<file path="src/rtl/gpio_res_pkg.sv">
package gpio_res_pkg;

    typedef enum logic [1:0] {
        SZ_BYTE = 2'd0,
        SZ_WORD = 2'd1,
        SZ_LONG = 2'd2
    } acc_size_e;

    // Register byte offsets
    localparam int OFF_CTRL_A = 'h00;
    localparam int OFF_DATA_A = 'h04;
    localparam int OFF_CTRL_B = 'h08;
    localparam int OFF_DATA_B = 'h0C;
    localparam int OFF_IOIC   = 'h10;

    localparam int NUM_PORTS = 2;

    typedef struct packed {
        logic [NUM_PORTS-1:0] ctrl;
        logic [NUM_PORTS-1:0] data;
        logic                 ioic;
        logic                 ok;
    } dec_hit_t;

endpackage

</file>
<file path="src/rtl/gpio_port_unit.sv">
module gpio_port_unit #(
    parameter int PIN_W = 16
) (
    input  logic                 clk,
    input  logic                 rst,
    input  logic                 ctrl_we,
    input  logic                 data_we,
    input  logic [2*PIN_W-1:0]   wdata,
    input  logic [PIN_W-1:0]     ext_dir,
    input  logic [PIN_W-1:0]     ext_val,
    output logic [2*PIN_W-1:0]   ctrl_q,
    output logic [PIN_W-1:0]     level_now,
    output logic [PIN_W-1:0]     level_next,
    output logic [PIN_W-1:0]     change
);
    localparam int CTRL_W = 2 * PIN_W;

    logic [PIN_W-1:0]  data_q;
    logic [CTRL_W-1:0] ctrl_nx;
    logic [PIN_W-1:0]  data_nx;
    logic [PIN_W-1:0]  en_now, pu_now, en_nx, pu_nx;

    assign ctrl_nx = ctrl_we ? wdata : ctrl_q;
    assign data_nx = data_we ? wdata[PIN_W-1:0] : data_q;

    // Split the interleaved control word: even bits enable, odd bits pull-up
    for (genvar n = 0; n < PIN_W; n++) begin : g_split
        assign en_now[n] = ctrl_q[2*n];
        assign pu_now[n] = ctrl_q[2*n+1];
        assign en_nx[n]  = ctrl_nx[2*n];
        assign pu_nx[n]  = ctrl_nx[2*n+1];
    end

    assign level_now  = (en_now & data_q) | (ext_dir & ext_val)
                      | (~(en_now | ext_dir) & pu_now);
    assign level_next = (en_nx & data_nx) | (ext_dir & ext_val)
                      | (~(en_nx | ext_dir) & pu_nx);
    assign change     = level_now ^ level_next;

    always_ff @(posedge clk) begin
        if (rst) begin
            ctrl_q <= '0;
            data_q <= '0;
        end else begin
            ctrl_q <= ctrl_nx;
            data_q <= data_nx;
        end
    end
endmodule

</file>
<file path="src/rtl/gpio_bus_decode.sv">
module gpio_bus_decode
    import gpio_res_pkg::*;
#(
    parameter int ADDR_W = 8
) (
    input  logic              bus_valid,
    input  logic [1:0]        bus_size,
    input  logic [ADDR_W-1:0] bus_addr,
    output dec_hit_t          hit
);
    logic is_word, is_long;
    logic a_ctrl_a, a_ctrl_b, a_data_a, a_data_b, a_ioic;

    assign is_word  = (bus_size == SZ_WORD);
    assign is_long  = (bus_size == SZ_LONG);
    assign a_ctrl_a = (bus_addr == ADDR_W'(OFF_CTRL_A));
    assign a_ctrl_b = (bus_addr == ADDR_W'(OFF_CTRL_B));
    assign a_data_a = (bus_addr == ADDR_W'(OFF_DATA_A));
    assign a_data_b = (bus_addr == ADDR_W'(OFF_DATA_B));
    assign a_ioic   = (bus_addr == ADDR_W'(OFF_IOIC));

    always_comb begin
        hit.ctrl = {a_ctrl_b, a_ctrl_a} & {2{bus_valid & is_long}};
        hit.data = {a_data_b, a_data_a} & {2{bus_valid & is_word}};
        hit.ioic = a_ioic & bus_valid & is_word;
        hit.ok   = (|hit.ctrl) | (|hit.data) | hit.ioic;
    end
endmodule

</file>
<file path="src/rtl/gpio_notify_unit.sv">
module gpio_notify_unit #(
    parameter int PIN_W   = 16,
    parameter int NUM_LSN = 4
) (
    input  logic                     clk,
    input  logic                     rst,
    input  logic                     fire,
    input  logic [PIN_W-1:0]         chg_a,
    input  logic [PIN_W-1:0]         chg_b,
    input  logic [PIN_W-1:0]         lvl_a_next,
    input  logic [PIN_W-1:0]         lvl_b_next,
    input  logic [NUM_LSN*PIN_W-1:0] mask_a,
    input  logic [NUM_LSN*PIN_W-1:0] mask_b,
    output logic [NUM_LSN-1:0]       notify,
    output logic [PIN_W-1:0]         lvl_a_o,
    output logic [PIN_W-1:0]         lvl_b_o
);
    logic [NUM_LSN-1:0] hit;

    for (genvar i = 0; i < NUM_LSN; i++) begin : g_lsn
        assign hit[i] = |(mask_a[i*PIN_W +: PIN_W] & chg_a)
                      | |(mask_b[i*PIN_W +: PIN_W] & chg_b);
    end

    always_ff @(posedge clk) begin
        if (rst) begin
            notify  <= '0;
            lvl_a_o <= '0;
            lvl_b_o <= '0;
        end else begin
            notify <= fire ? hit : '0;
            if (fire) begin
                lvl_a_o <= lvl_a_next;
                lvl_b_o <= lvl_b_next;
            end
        end
    end
endmodule

</file>
<file path="src/rtl/dual_gpio_resolver.sv">
module dual_gpio_resolver
    import gpio_res_pkg::*;
#(
    parameter int PIN_W   = 16,
    parameter int NUM_LSN = 4,
    parameter int ADDR_W  = 8
) (
    input  logic                     clk,
    input  logic                     rst,
    input  logic                     bus_valid,
    input  logic                     bus_write,
    input  logic [1:0]               bus_size,
    input  logic [ADDR_W-1:0]        bus_addr,
    input  logic [2*PIN_W-1:0]       bus_wdata,
    output logic [2*PIN_W-1:0]       bus_rdata,
    output logic                     bus_err,
    input  logic [PIN_W-1:0]         pa_ext_dir,
    input  logic [PIN_W-1:0]         pa_ext_val,
    input  logic [PIN_W-1:0]         pb_ext_dir,
    input  logic [PIN_W-1:0]         pb_ext_val,
    input  logic [NUM_LSN*PIN_W-1:0] lsn_mask_a,
    input  logic [NUM_LSN*PIN_W-1:0] lsn_mask_b,
    output logic [PIN_W-1:0]         pins_a,
    output logic [PIN_W-1:0]         pins_b,
    output logic [NUM_LSN-1:0]       notify,
    output logic [PIN_W-1:0]         notify_pins_a,
    output logic [PIN_W-1:0]         notify_pins_b
);
    localparam int CTRL_W = 2 * PIN_W;

    dec_hit_t    hit;
    logic        fire;
    logic [PIN_W-1:0]  ioic_q;
    logic [PIN_W-1:0]  ext_dir [NUM_PORTS];
    logic [PIN_W-1:0]  ext_val [NUM_PORTS];
    logic [CTRL_W-1:0] ctrl_q  [NUM_PORTS];
    logic [PIN_W-1:0]  lvl_now [NUM_PORTS];
    logic [PIN_W-1:0]  lvl_nx  [NUM_PORTS];
    logic [PIN_W-1:0]  chg     [NUM_PORTS];

    assign ext_dir[0] = pa_ext_dir;
    assign ext_dir[1] = pb_ext_dir;
    assign ext_val[0] = pa_ext_val;
    assign ext_val[1] = pb_ext_val;

    gpio_bus_decode #(.ADDR_W(ADDR_W)) u_dec (
        .bus_valid (bus_valid),
        .bus_size  (bus_size),
        .bus_addr  (bus_addr),
        .hit       (hit)
    );

    assign bus_err = bus_valid & ~hit.ok;
    assign fire    = bus_write & hit.ok;

    for (genvar p = 0; p < NUM_PORTS; p++) begin : g_port
        gpio_port_unit #(.PIN_W(PIN_W)) u_port (
            .clk        (clk),
            .rst        (rst),
            .ctrl_we    (bus_write & hit.ctrl[p]),
            .data_we    (bus_write & hit.data[p]),
            .wdata      (bus_wdata),
            .ext_dir    (ext_dir[p]),
            .ext_val    (ext_val[p]),
            .ctrl_q     (ctrl_q[p]),
            .level_now  (lvl_now[p]),
            .level_next (lvl_nx[p]),
            .change     (chg[p])
        );
    end

    always_ff @(posedge clk) begin
        if (rst)
            ioic_q <= '0;
        else if (bus_write && hit.ioic)
            ioic_q <= bus_wdata[PIN_W-1:0];
    end

    always_comb begin
        bus_rdata = '0;
        if (!bus_write) begin
            if (hit.ctrl[0]) bus_rdata = ctrl_q[0];
            if (hit.ctrl[1]) bus_rdata = ctrl_q[1];
            if (hit.data[0]) bus_rdata = CTRL_W'(lvl_now[0]);
            if (hit.data[1]) bus_rdata = CTRL_W'(lvl_now[1]);
            if (hit.ioic)    bus_rdata = CTRL_W'(ioic_q);
        end
    end

    assign pins_a = lvl_now[0];
    assign pins_b = lvl_now[1];

    gpio_notify_unit #(.PIN_W(PIN_W), .NUM_LSN(NUM_LSN)) u_ntf (
        .clk        (clk),
        .rst        (rst),
        .fire       (fire),
        .chg_a      (chg[0]),
        .chg_b      (chg[1]),
        .lvl_a_next (lvl_nx[0]),
        .lvl_b_next (lvl_nx[1]),
        .mask_a     (lsn_mask_a),
        .mask_b     (lsn_mask_b),
        .notify     (notify),
        .lvl_a_o    (notify_pins_a),
        .lvl_b_o    (notify_pins_b)
    );
endmodule

</file>
<file path="config.mk">
export PLATFORM = sky130hd
export DESIGN_NAME = dual_gpio_resolver
export DESIGN_NICKNAME = d
export VERILOG_FILES = /design/src/rtl/gpio_res_pkg.sv /design/src/rtl/gpio_port_unit.sv /design/src/rtl/gpio_bus_decode.sv /design/src/rtl/gpio_notify_unit.sv /design/src/rtl/dual_gpio_resolver.sv
export SDC_FILE = /design/constraint.sdc
export NUM_CORES = 1
export LEC_CHECK = 0
export ABC_AREA = 1
export BUFFER_PORTS_ARGS = -buffer_cell sky130_fd_sc_hd__buf_4
export CORE_ASPECT_RATIO = 0.7
export CORE_MARGIN = 10
export CORE_UTILIZATION = 50
export DETAILED_ROUTE_END_ITERATION = 6
export GPL_TIMING_DRIVEN = 1
export PLACE_DENSITY = 0.84
export SETUP_SLACK_MARGIN = 0.4
export SLEW_MARGIN = 20
export SYNTH_ARGS = -nofsm -noshare
export SYNTH_HDL_FRONTEND = slang
export SYNTH_SLANG_ARGS = --single-unit
</file>
<file path="constraint.sdc">
create_clock -name clk -period 4.12 [get_ports clk]
set_clock_uncertainty 0.15 [all_clocks]
set_input_delay 0.206 -clock clk [delete_from_list [all_inputs] [get_ports clk]]
set_output_delay 0.206 -clock clk [all_outputs]
set_load 0.02 [all_outputs]
</file>
Word level (Yosys, flattened, before mapping)
Index checks and enable logic that the tools add are counted.
{"block": "totals", "rom_bits": 0, "mem_count": 0, "input_bits": 238, "elab_cells": 93, "out_inout_bits": 101, "ff_bits": 148, "latch_bits": 0, "ramBits": 0}
{"block": "classes", "n_reduce_logical": 13, "n_div": 0, "bitwise_logic": 56, "n_addsub": 0, "order_cmp": 0, "multipliers": 0, "shift": 0, "mux": 10, "eq_ne": 6}
{"op": "16-bit AND", "count": 18}
{"op": "32-bit 2-to-1 mux", "count": 8}
{"op": "16-bit bitwise OR", "count": 12}
{"op": "16-bit OR reduction", "count": 8}
{"op": "16-bit inverter", "count": 4}
{"op": "16-bit 2-to-1 mux", "count": 2}
{"op": "16-bit bitwise XOR", "count": 2}
{"op": "8-bit by 4-bit equality test with 1-bit output (second input constant)", "count": 2}
{"op": "1-bit AND", "count": 10}
{"op": "8-bit by 3-bit equality test with 1-bit output (second input constant)", "count": 1}
{"op": "8-bit by 5-bit equality test with 1-bit output (second input constant)", "count": 1}
{"op": "8-bit logical NOT", "count": 1}
{"op": "1-bit bitwise OR", "count": 6}
{"op": "2-bit OR reduction", "count": 3}
{"op": "2-bit AND", "count": 2}
{"op": "2-bit by 1-bit equality test with 1-bit output (second input constant)", "count": 1}
{"op": "2-bit equality test (second input constant)", "count": 1}
{"op": "1-bit inverter", "count": 2}
{"op": "1-bit logical AND", "count": 1}

Logic depth before layout (Yosys ltp)
{"block": "depth", "depth_word": 13, "depth_mapped": 18, "mapped_depth_nobuf": 17}

Cells and area by module
Synthesis repeated with hierarchy kept, for this count alone.
{"block": "unflattened", "cells_unflattened": 1900, "area_unflattened_um2": 10792.9}
{"mod": "gpio_port_unit", "cells_per_inst": 564, "area_each_um2": 3258.1, "instances": 2, "seq_area_each_um2": 960.9}
{"mod": "gpio_notify_unit", "cells_per_inst": 396, "area_each_um2": 2174.6, "instances": 1, "seq_area_each_um2": 720.7}
{"mod": "dual_gpio_resolver", "cells_per_inst": 334, "area_each_um2": 1914.3, "instances": 1, "seq_area_each_um2": 320.3}
{"mod": "gpio_bus_decode", "cells_per_inst": 42, "area_each_um2": 187.7, "instances": 1, "seq_area_each_um2": 0.0}

Least setup slack after synthesis
Ideal clock, no wire load.
{"block": "synth_path", "kind": "input to output", "start": "input port bus_addr[2]", "end": "output port bus_rdata[15]", "cell_stages": 11, "path_slack_ns": 1.765, "n_path_buf": 2, "required_ns": 3.764, "arrival_time_ns": 1.999, "cell_sequence": "inv_1 -> nand2_1 -> nor2_1 -> buf_2 -> nand2_1 -> inv_1 -> buf_4 -> nand2_1 -> o211ai_1 -> a211oi_1 -> a211oi_1"}
{"block": "synth_via", "elab_chain_len": 8, "word_cells_on_any_way": 15, "cone_classes": "eq/ne (4); mux (6); bitwise (4); reduce/logical (1)"}
{"element": "start: declaration", "line_no": "dual_gpio_resolver.sv:13", "text": "input logic [ADDR_W-1:0] bus_addr,"}
{"element": "8-bit logical NOT", "line_no": "gpio_bus_decode.sv:16", "text": "assign a_ctrl_a = (bus_addr == ADDR_W'(OFF_CTRL_A));"}
{"element": "2-bit AND", "line_no": "gpio_bus_decode.sv:23", "text": "hit.ctrl = {a_ctrl_b, a_ctrl_a} & {2{bus_valid & is_long}};"}
{"element": "32-bit 2-to-1 mux", "line_no": "dual_gpio_resolver.sv:82", "text": "if (hit.ctrl[0]) bus_rdata = ctrl_q[0];"}
{"element": "32-bit 2-to-1 mux", "line_no": "dual_gpio_resolver.sv:83", "text": "if (hit.ctrl[1]) bus_rdata = ctrl_q[1];"}
{"element": "32-bit 2-to-1 mux", "line_no": "dual_gpio_resolver.sv:84", "text": "if (hit.data[0]) bus_rdata = CTRL_W'(lvl_now[0]);"}
{"element": "32-bit 2-to-1 mux", "line_no": "dual_gpio_resolver.sv:85", "text": "if (hit.data[1]) bus_rdata = CTRL_W'(lvl_now[1]);"}
{"element": "32-bit 2-to-1 mux *", "line_no": "dual_gpio_resolver.sv:86", "text": "if (hit.ioic) bus_rdata = CTRL_W'(ioic_q);"}
{"element": "32-bit 2-to-1 mux *", "line_no": "dual_gpio_resolver.sv:81", "text": "if (!bus_write) begin"}
{"element": "end: declaration", "line_no": "dual_gpio_resolver.sv:15", "text": "output logic [2*PIN_W-1:0] bus_rdata,"}
Every way passes the cells marked *; elsewhere a longest branch is shown, timed or not.

Worst setup path in the final report
{"block": "layout_path", "start": "input port bus_addr[7]", "end": "output port bus_rdata[13]"}
Same word-level chain as after synthesis.

==> reports/results.env <==
WIRE_PER_INST_UM=21.2
FP-ROW-COUNT=43
MIN_TO='u_ntf.lvl_b_o[15]$_SDFFE_PP0P_'
POSTROUTEWIRELENGTH_MM=47.4
AVGVIACOUNTPERCELL=5.90
DETAIL_ROUTE.DRC_VIOLATIONS=0
REGTOREGSTARTPOINT='g_port[0].u_port.ctrl_q[26]$_SDFF_PP0_'
TOTAL_POWER_mW=3.71
SETUP.REG_TO_REG.WORST_SLACK_PS=1600
MAXIMUM_NUMBER_OF_PINS_ON_ONE_NET_BEFORE_GLOBAL_ROUTE_REPAIR=97
SYNTH_AREA_PER_CELL_UM2=6.17
TIMING.FMAX_MHz=319
FINAL_SLEW_VIOL_COUNT=0
PLACE.DETAILED.HPWL_MM=36.2
POWER.LEAKAGE_nW=6.86
FIRST_GLOBAL_VIAS=12282
DIE_HEIGHT_UM=139
DRTANTENNAVIOLNETS=0
LEADING_POST_SYNTHESIS_CELLS_BY_CELL_AREA='dfxtp_1, nand2_1, nand3_1'
CLK-INSERTION-DELAY-LATE_PS=440
ANTENNA_FOUND_INITIAL=0
WORSTREG2REGEND='u_ntf.notify[2]$_SDFF_PP0_'
GRT.OVERFLOW.TOTAL=0
WORST_PATH_MOST_REPEATED_CELL='buf_4'
POSTCTSRESIZEDCELLS=0
POSTCTSHOLDBUFS=25
HOLD_PATH_STARTPOINT='pb_ext_dir[15]'
GROUTE.USAGE.OVERALL_PCT=33.7
TRITONCTS.NUM_BUFFERS=17
TIGHTEST_SLEW_PS=1200
CPPEAKSTAGEDELAY_PS=540
CLOCK_TREE.BUFFER_DEPTH=2
FIRST_PASS_ITERS=7
CTS.SINK_COUNT=148
NUMBER_OF_CELL_INSTANCES_ON_THE_WORST_REGISTER_TO_REGISTER_PATH=9
SYNTH_TOP_FLOP_CELL='dfxtp_1'
HOLD_DEPTH=4
FLOORPLAN_CORE_AREA_MM2=0.0197
CRIT_TYPE='input pin to output port'
FILLCELLCOUNT=1798
ROUTED-VIA-COUNT=13197
SETUP_VIOL=0
CLK_PIN_SLEW_PS=60
WORSTSETUPSTARTPOINTTYPE='input pin'
CLOCK_TREE_FROM_TRITONCTS='yes'
POSTSYNTH.ASYNCRESETSHARE_PCT=0
CELL_TAKING_THE_MOST_AREA_AFTER_SYNTHESIS='dfxtp_1'
MAXCAPVIOLCOUNT=0
CTS_SETUP_BUFFERS=0
SYNTH.CELL_AREA_MM2=0.0100
SYNTHESIS.NETS=1867
FINAL_LAYOUT_SIZE_SUFFIX_GT1_SHARE_PCT=22.4
POST-SYNTH-TOP-AREA-FRACTION_PCT=29.5
WORSTPATHARRIVAL_PS=2780
GRT_FIRST_PASS_WIRELENGTH_MM=70.1
DRTITER0DRC=2013
CLK_ROOT_BUFFER_CELL='clkbuf_16'
PROPORTION_OF_SYNTHESIZED_CHIP_AREA_IN_SEQUENTIAL_CELLS_PCT=29.5
CRITICAL_PATH.MAX_FANOUT=27
MAX-VDD-IR-DROP_V=0.000290
TIMING.CRITICAL_PATH.TO_TYPE='output port'
MIN_PERIOD_PS=3140
CRITPATHREQUIREDTIME_PS=3760
FLOORPLAN.INITIALDENSITY_PCT=50.9
GLOBALPLACE.CONGESTION=0.961
OUTCOME='completed'
FULL_DIE_AREA_MM2=0.0262
DIEWIDTH_UM=189
TIMING.SETUP.TNS_PS=0
MAX_SLEW_MARGIN_VS_LIMIT_PCT=20.3
BOUNDARYPINS=339
FIN_NETS=2194
POWER-PER-CELL-AREA_mW_PER_MM2=275
AREAGROWTHSYNTHTOFINISH_PCT=34.4
GRT_SETUP_UNREPAIRED='no'
SYNTH.YOSYS.WARNINGS=0
FINALCRITPERIODSHARE_PCT=76.1
HTREEDEPTH=4
POSTSYNTHCELLCOUNT=1629
CP_CELL_SEQUENCE='buf_4 -> nor2_1 -> nand2_2 -> nor2_8 -> nand2_1 -> inv_1 -> buf_4 -> nand2_1 -> o211ai_1 -> a211oi_1 -> a211oi_1 -> buf_4'
WORSTHOLDPATHTYPE='input pin to flip-flop'
FINAL_HOLD_VIOL_COUNT=0
ANTENNA_CELLS=0
CP_SLOWEST_CELL='inv_1'
SYNTH-EDFF-COUNT=0
YS_TYPES=34
YS_SEQ_ELEMENTS=148
PLACE.PORT_BUFFERS=338
routing by layer:
layer | vias to the layer above | GRT usage (%) | wire length, µm
met5 | - | 0 | 0
li1 | 6132 | - | -
met2 | 1038 | 48.8 | 19500
met1 | 5879 | 44.7 | 19000
met3 | 148 | 12.4 | 7460
met4 | 0 | 12.2 | 1510
cell usage after synthesis, drive strengths merged, types with 16 or more instances:
cell / n
nor2: 131
nand4: 96
a211oi: 32
dfxtp: 148
buf: 45
nand2: 447
a21oi: 86
o21ai: 93
inv: 230
nand3: 220
a32oi: 16
a31oi: 33
clkbuf: 29
through the flow:
step           instance area [µm²]  hold slack, ps  utilization [%]  worst slack (ps)  instances
2_1_floorplan                10000             199                -              1760       1629
3_3_place_gp                 12700             290             64.1               857       2182
3_5_place_dp                 12700             297             64.1               794       2182
4_1_cts                      13500            10.3             68.4              1100       2236
5_1_grt                      13500            30.8             68.4               862       2236
6_report                     13500            9.21             68.4               985       2236
cell type report:
cell class	instances	area, µm²	share of cell area (%)
well taps	270	338	2.50
clock buffers	25	515	3.82
clock inverters	4	70.1	0.519
inverters	231	868	6.43
repair buffers	382	2940	21.8
multi-input cells	1176	5800	43.0
flip-flops and latches	148	2960	22.0
cells in the final DEF (no fill, tap or decap), types with 8 or more instances in the layout:
| cell | count |
|---|---|
| dfxtp_1 | 148 |
| inv_1 | 227 |
| dlygate4sd3_1 | 25 |
| a21oi_1 | 85 |
| clkbuf_16 | 17 |
| o21ai_1 | 26 |
| o21ai_0 | 50 |
| nand4_1 | 93 |
| nand2_1 | 437 |
| buf_4 | 356 |
| nor2_1 | 123 |
| a211oi_1 | 32 |
| nand2_2 | 10 |
| a32oi_1 | 16 |
| o221ai_1 | 8 |
| o21ai_2 | 17 |
| o211ai_1 | 8 |
| a31oi_1 | 33 |
| nand3_1 | 209 |
worst max-delay path: cells and delay by family:
kind / cells / cell delay, ps
buffers and inverters: 4 / 1210
and+or+nand+nor: 5 / 850
AOI/OAI and AO/OA: 3 / 510
state kept, by name, indices dropped and copies added (netlist names):
name,cells
g_port.u_port.ctrl_q,64
g_port.u_port.data_q,32
ioic_q,16
u_ntf.lvl_a_o,16
u_ntf.lvl_b_o,16
u_ntf.notify,4
report_power, final:
group | total, mW | leakage, nW | internal (mW) | switching [mW]
registers | 1.43 | 1.19 | 1.43 | 0.000563
logic | 0.660 | 5.37 | 0.276 | 0.384
clock network | 1.62 | 0.291 | 0.978 | 0.639
total | 3.71 | 6.85 | 2.69 | 1.02
how the worst max path moves through the flow:
stage / cells after the start / to / from
final: 12 / bus_rdata[13] / bus_addr[7]
after detailed placement: 15 / u_ntf.notify[3]$_SDFF_PP0_ / bus_addr[7]
after global routing: 12 / bus_rdata[13] / bus_size[0]
after global placement: 15 / u_ntf.notify[1]$_SDFF_PP0_ / bus_addr[5]
after floorplan: 11 / bus_rdata[15] / bus_addr[2]
after CTS: 12 / bus_rdata[13] / bus_addr[7]
logic make-up after synthesis:
| family | share of synthesized area (%) |
|---|---|
| flip-flops | 29.5 |
| buffers and inverters | 12.9 |
| AO/OA/AOI/OAI | 16.8 |
| AND/OR/NAND/NOR | 40.8 |
(Power assumes the default switching activity.)
